### src/rtl/ready_pkg.sv
package ready_pkg;
  // Qualified counter strobes sent from control to the occupancy datapath.
  typedef struct packed {
    logic rxInc;
    logic rxDec;
    logic txInc;
    logic txDec;
  } cntStrobe_t;
endpackage

### src/rtl/ready_datapath.sv
module ready_datapath
  import ready_pkg::*;
#(
  parameter int DEPTH = 64,
  parameter int CW    = $clog2(DEPTH + 1)
) (
  input  logic          clk,
  input  logic          rstN,
  input  cntStrobe_t    stb,
  output logic [CW-1:0] rxCount,
  output logic [CW-1:0] txCount,
  output logic [CW-1:0] rxNext,
  output logic [CW-1:0] txNext
);
  localparam int NCNT = 2;

  logic [NCNT-1:0]         incVec;
  logic [NCNT-1:0]         decVec;
  logic [NCNT-1:0][CW-1:0] cntQ;
  logic [NCNT-1:0][CW-1:0] cntD;

  assign incVec = {stb.txInc, stb.rxInc};
  assign decVec = {stb.txDec, stb.rxDec};

  for (genvar g = 0; g < NCNT; g++) begin : g_cnt
    always_comb begin
      cntD[g] = cntQ[g];
      if (incVec[g])      cntD[g] = cntQ[g] + CW'(1);
      else if (decVec[g]) cntD[g] = cntQ[g] - CW'(1);
    end

    always_ff @(posedge clk or negedge rstN) begin
      if (!rstN) cntQ[g] <= '0;
      else       cntQ[g] <= cntD[g];
    end

    a_r2_no_overflow: assert property (@(posedge clk) disable iff (!rstN)
      cntQ[g] <= CW'(DEPTH));

    a_r2_single_step: assert property (@(posedge clk) disable iff (!rstN)
      (cntQ[g] != $past(cntQ[g])) |->
        ((cntQ[g] == $past(cntQ[g]) + CW'(1)) || (cntQ[g] == $past(cntQ[g]) - CW'(1))));
  end

  assign rxCount = cntQ[0];
  assign txCount = cntQ[1];
  assign rxNext  = cntD[0];
  assign txNext  = cntD[1];
endmodule

### src/rtl/ready_control.sv
module ready_control
  import ready_pkg::*;
#(
  parameter int DEPTH = 64,
  parameter int CW    = $clog2(DEPTH + 1)
) (
  input  logic          clk,
  input  logic          rstN,
  input  logic          fifoEnable,
  input  logic          blockMode,
  input  logic [CW-1:0] rxTrigLevel,
  input  logic          rxTimeout,
  input  logic          rxPush,
  input  logic          rxPop,
  input  logic          txPush,
  input  logic          txPop,
  input  logic          holdRxFull,
  input  logic          holdTxFull,
  input  logic [CW-1:0] rxCount,
  input  logic [CW-1:0] txCount,
  input  logic [CW-1:0] rxNext,
  input  logic [CW-1:0] txNext,
  output cntStrobe_t    stb,
  output logic          rxReadyN,
  output logic          txReadyN
);
  localparam logic [CW-1:0] FULL = CW'(DEPTH);

  logic rxPinD;
  logic txPinD;
  logic blockOn;

  // Push and pop together cancel; lone push at full or lone pop at empty dropped.
  always_comb begin
    stb.rxInc = rxPush && !rxPop && (rxCount != FULL);
    stb.rxDec = rxPop && !rxPush && (rxCount != '0);
    stb.txInc = txPush && !txPop && (txCount != FULL);
    stb.txDec = txPop && !txPush && (txCount != '0);
  end

  assign blockOn = fifoEnable && blockMode;

  always_comb begin
    if (!fifoEnable)             rxPinD = !holdRxFull;
    else if (!blockMode)         rxPinD = (rxNext == '0);
    else if (rxNext == '0)       rxPinD = 1'b1;
    else if ((rxNext >= rxTrigLevel) || rxTimeout) rxPinD = 1'b0;
    else                         rxPinD = rxReadyN;
  end

  always_comb begin
    if (!fifoEnable)     txPinD = holdTxFull;
    else if (!blockMode) txPinD = (txNext != '0);
    else                 txPinD = (txNext == FULL);
  end

  always_ff @(posedge clk or negedge rstN) begin
    if (!rstN) begin
      rxReadyN <= 1'b1;
      txReadyN <= 1'b1;
    end else begin
      rxReadyN <= rxPinD;
      txReadyN <= txPinD;
    end
  end

  a_r9_release_only_empty: assert property (@(posedge clk) disable iff (!rstN)
    ($rose(rxReadyN) && $past(rstN) && $past(blockOn)) |-> (rxCount == '0));

  a_r7_reach_trigger: assert property (@(posedge clk) disable iff (!rstN)
    ($past(rstN) && $past(blockOn) && (rxCount != '0) && (rxCount >= $past(rxTrigLevel)))
      |-> !rxReadyN);

  a_r10_tx_full_rule: assert property (@(posedge clk) disable iff (!rstN)
    ($past(rstN) && $past(blockOn)) |-> (txReadyN == (txCount == FULL)));

  a_r6_tx_empty_rule: assert property (@(posedge clk) disable iff (!rstN)
    ($past(rstN) && $past(fifoEnable) && !$past(blockMode)) |-> (txReadyN == (txCount != '0)));

  a_r5_rx_any_rule: assert property (@(posedge clk) disable iff (!rstN)
    ($past(rstN) && $past(fifoEnable) && !$past(blockMode)) |-> (rxReadyN == (rxCount == '0)));
endmodule

### src/rtl/uart_ready_pins.sv
module uart_ready_pins
  import ready_pkg::*;
#(
  parameter int DEPTH = 64,
  parameter int CW    = $clog2(DEPTH + 1)
) (
  input  logic          clk,
  input  logic          rstN,
  input  logic          fifoEnable,
  input  logic          blockMode,
  input  logic [CW-1:0] rxTrigLevel,
  input  logic          rxTimeout,
  input  logic          rxPush,
  input  logic          rxPop,
  input  logic          txPush,
  input  logic          txPop,
  input  logic          holdRxFull,
  input  logic          holdTxFull,
  output logic          rxReadyN,
  output logic          txReadyN
);
  cntStrobe_t    stb;
  logic [CW-1:0] rxCount;
  logic [CW-1:0] txCount;
  logic [CW-1:0] rxNext;
  logic [CW-1:0] txNext;

  ready_control #(.DEPTH(DEPTH), .CW(CW)) i_ctrl (
    .clk(clk), .rstN(rstN), .fifoEnable(fifoEnable), .blockMode(blockMode),
    .rxTrigLevel(rxTrigLevel), .rxTimeout(rxTimeout),
    .rxPush(rxPush), .rxPop(rxPop), .txPush(txPush), .txPop(txPop),
    .holdRxFull(holdRxFull), .holdTxFull(holdTxFull),
    .rxCount(rxCount), .txCount(txCount), .rxNext(rxNext), .txNext(txNext),
    .stb(stb), .rxReadyN(rxReadyN), .txReadyN(txReadyN)
  );

  ready_datapath #(.DEPTH(DEPTH), .CW(CW)) i_data (
    .clk(clk), .rstN(rstN), .stb(stb),
    .rxCount(rxCount), .txCount(txCount), .rxNext(rxNext), .txNext(txNext)
  );
endmodule

### config.mk
export PLATFORM = sky130hd
export DESIGN_NAME = uart_ready_pins
export DESIGN_NICKNAME = d
export VERILOG_FILES = /design/src/rtl/ready_pkg.sv /design/src/rtl/ready_datapath.sv /design/src/rtl/ready_control.sv /design/src/rtl/uart_ready_pins.sv
export SDC_FILE = /design/constraint.sdc
export NUM_CORES = 1
export LEC_CHECK = 0
export CAP_MARGIN = 5
export CORE_AREA = 4 4 57 59
export DETAILED_ROUTE_END_ITERATION = 12
export DIE_AREA = 0 0 61 63
export GPL_TIMING_DRIVEN = 0
export HOLD_SLACK_MARGIN = 0.15
export PLACE_DENSITY_LB_ADDON = 0.15
export SLEW_MARGIN = 0
export SYNTH_ARGS = -nofsm -noshare
export SYNTH_HDL_FRONTEND = slang
export SYNTH_SLANG_ARGS = --single-unit
### constraint.sdc
create_clock -name clk -period 3.9 [get_ports clk]
set_clock_uncertainty 0.05 [all_clocks]
set_input_delay 0.78 -clock clk [delete_from_list [all_inputs] [get_ports clk]]
set_output_delay 0.78 -clock clk [all_outputs]
set_load 0.05 [all_outputs]
==> results.yml, run 1 <==
status:
  outcome: "complete, no violations"
setup_path:
  required_ns: 4.07
  crit_arrival_ns: 3.64
  endpoint_kind: "flop"
  critPathKind: "input pin to flop"
  start_kind: "input pin"
  worstPathMaxFanout: 6
detailed_routing:
  wl_met3_um: 131
  wl_met1_um: 1580
  via_per_inst: 5.79
  drc: 0
  routed_wl_um: 3140
  ant_nets: 0
  route.met2.wl_um: 1440
  vias: 1308
  wl_per_cell_um: 13.9
  drt_iter0_drc: 77
  drt-pass1-iter-count: 4
  top_layer_used: "met3"
floorplan:
  die_h_um: 63
  row_count: 19
  io-pin-count: 20
  die_w_um: 61
  coreArea_um2: 2710
  die_area_um2: 3840
  initial_core_util_pct: 53.1
worst_hold_path:
  hold_path_class: "flop to flop"
clock_network:
  insertion_delay_ns: 0.29
  cts_tree: "built"
  postCtsSetupBuffers: 0
  cts_buffers: 3
  path_clk_slew_ns: 0.10
  clockBufferDepth: 2
  cts.repair.resized: 0
  hold_buffers: 0
  cts_htree_levels: 1
  clkSinkCount: 16
  cts-root-buf: "clkbuf_4"
grt:
  antenna_found_initial: 0
  grt-ovfl-total: 0
  grt_max_degree: 17
  track_usage_pct: 18.4
  grt_pass1_wl_um: 5530
  grt_pass1_vias: 1289
logic_synthesis:
  synth-warning-count: 0
  syn_nets: 203
  syn_inst: 172
  async_flop_share_pct: 100
  synth_edf_count: 0
  synth.avg_cell_area_um2: 8.37
  ys_seq_elements: 16
  yosysSeqAreaShare_pct: 28.0
  synth-main-ff-cell: "dfrtp_1"
  ys_types: 49
  syn_area_um2: 1440
timing:
  holdWs_ns: 0.565
  max_freq_mhz: 288
  setup_viol: 0
  relSlewSlack_pct: 48.7
  finalCritPeriodShare_pct: 89.0
  tns_ns: 0
  worstMarginPinSlew_ns: 0.763
  drv_slew: 0
  rsz0062_at_grt: "false"
  hold_viol_final: 0
  period_needed_ns: 3.47
flow_run:
  drv_cap: 0
finish:
  regArea_um2: 403
  final_nets: 227
  layout_common_cells: "clkdlybuf4s50_1 (19), inv_1 (16), a21oi_1 (14), dfrtp_1 (14)"
  final_common_cell: "clkdlybuf4s50_1"
  multi_input_area_um2: 913
  num-fill-cells: 261
  area_growth_pct: 18.4
  drive_gt1_share_pct: 7.69
  n_antenna_cell: 0
placement:
  numPortBuffers: 19
  gp_congestion: 0.866
  place_hpwl_um: 2480
pwr:
  peakVddDrop_uv: 354
  p_per_area_nw_per_um2: 608
  power.leakage_nw: 0.760
==> critical path: stages <==
cell and delay [ns]:
clkdlybuf4s50_1 0.50, nor2b_1 0.35, nand2_1 0.15, or3_1 0.35, o41ai_1 0.31, xor2_1 0.20, ha_1 0.35, nand2_1 0.06
nand3_1 0.09, nor2_1 0.05, a211oi_1 0.32, o41ai_2 0.13
==> registers in the layout (all words and copies together), names as in the netlist <==
signal,count
i_ctrl.rxReadyN,1
i_data.txCount,7
i_data.rxCount,7
i_ctrl.txReadyN,1
==> power by group <==
group | total (mW) | switching, mW | internal [mW]
Clock | 0.115 | 0.0578 | 0.0569
Combinational | 0.605 | 0.330 | 0.274
Sequential | 0.317 | 0.0761 | 0.241
==> path summary, 6_finish.rpt <==
check                                  startpoint                 to  slack [ns]  cells past startpoint
worst max register to register  i_data.rxCount[1]    i_ctrl.rxReadyN        0.67                     14
max in group asynchronous                    rstN  i_data.rxCount[3]        2.51                      1
min in group asynchronous                    rstN  i_data.txCount[2]        0.85                      1
worst min register to register  i_data.rxCount[5]  i_data.rxCount[5]        0.57                      1
worst min-delay path            i_data.rxCount[5]  i_data.rxCount[5]        0.57                      1
worst max-delay path                        rxPop    i_ctrl.rxReadyN        0.43                     12
==> layer usage <==
| layer | up-vias | track usage [%] |
|---|---|---|
| met1 | 610 | 27.3 |
| met4 | 0 | 4.34 |
| li1 | 664 | - |
| met3 | 0 | 2.89 |
| met2 | 34 | 27.4 |
| met5 | - | 0 |
==> cell type report <==
class | instances | area share (%)
tap | 31 | 2.28
timing repair buffer | 19 | 11.2
sequential | 16 | 23.6
multi-input combinational | 133 | 53.6
buffer | 7 | 3.67
clock buffer | 4 | 2.13
inverter | 16 | 3.52
==> metrics by stage <==
step	cells	setup slack, ns	power, mW	util [%]	instance area (um2)
after floorplan	172	0.987	0.762	-	1440
after global placement	222	0.227	0.885	61.5	1670
after detailed placement	222	0.116	0.914	61.5	1670
after CTS	226	0.438	1.04	62.9	1700
after global routing	226	0.136	1.14	62.9	1700
final	226	0.429	1.04	62.9	1700
==> Yosys cell counts (2+ instances only) <==
cell type	n	share of area [%]
inv_1	16	4.2
a21oi_1	14	4.9
dfrtp_1	14	24
ha_1	13	11
nor2_1	13	3.4
nand2_1	9	2.3
o21ai_0	9	3.1
nor2b_1	7	3.0
xnor2_1	6	3.7
nand3_1	5	1.7
nor3_1	5	1.7
and2_1	4	1.7
clkbuf_1	4	1.0
a21o_1	3	1.6
and3_1	3	1.3
nand4_1	3	1.3
or3_1	3	1.3
a211o_1	2	1.2
a211oi_1	2	1.0
a31oi_1	2	0.87
and4_1	2	1.2
dfstp_2	2	3.7
nand2b_1	2	0.87
nand3b_1	2	1.0
o2111ai_1	2	1.2
xor2_1	2	1.2
==> kinds of logic (layout without fill, tap and decap cells) <==
family,count (synthesis),in the layout,share of synthesized area (%)
buffers and inverters,23,46,8.52
and+or+nand+nor,66,66,25.9
xor gates and xnor gates,8,8,4.87
AOI/OAI and AO/OA,45,45,20.7
muxes,1,1,0.696
DFF,16,16,28.0
adders and majority gates,13,13,11.3
Note: power is estimated with default switching activity, not from simulation.
==> run 2, diff against run 1 <==
--- a/config.mk
+++ b/config.mk
@@ -10,7 +10,7 @@
 export DETAILED_ROUTE_END_ITERATION = 12
 export DIE_AREA = 0 0 61 63
 export GPL_TIMING_DRIVEN = 0
-export HOLD_SLACK_MARGIN = 0.15
+export HOLD_SLACK_MARGIN = 0.03
 export PLACE_DENSITY_LB_ADDON = 0.15
 export SLEW_MARGIN = 0
 export SYNTH_ARGS = -nofsm -noshare
==> results of run 2 <==
Final layout, timing and power as in run 1 (identical DEF).
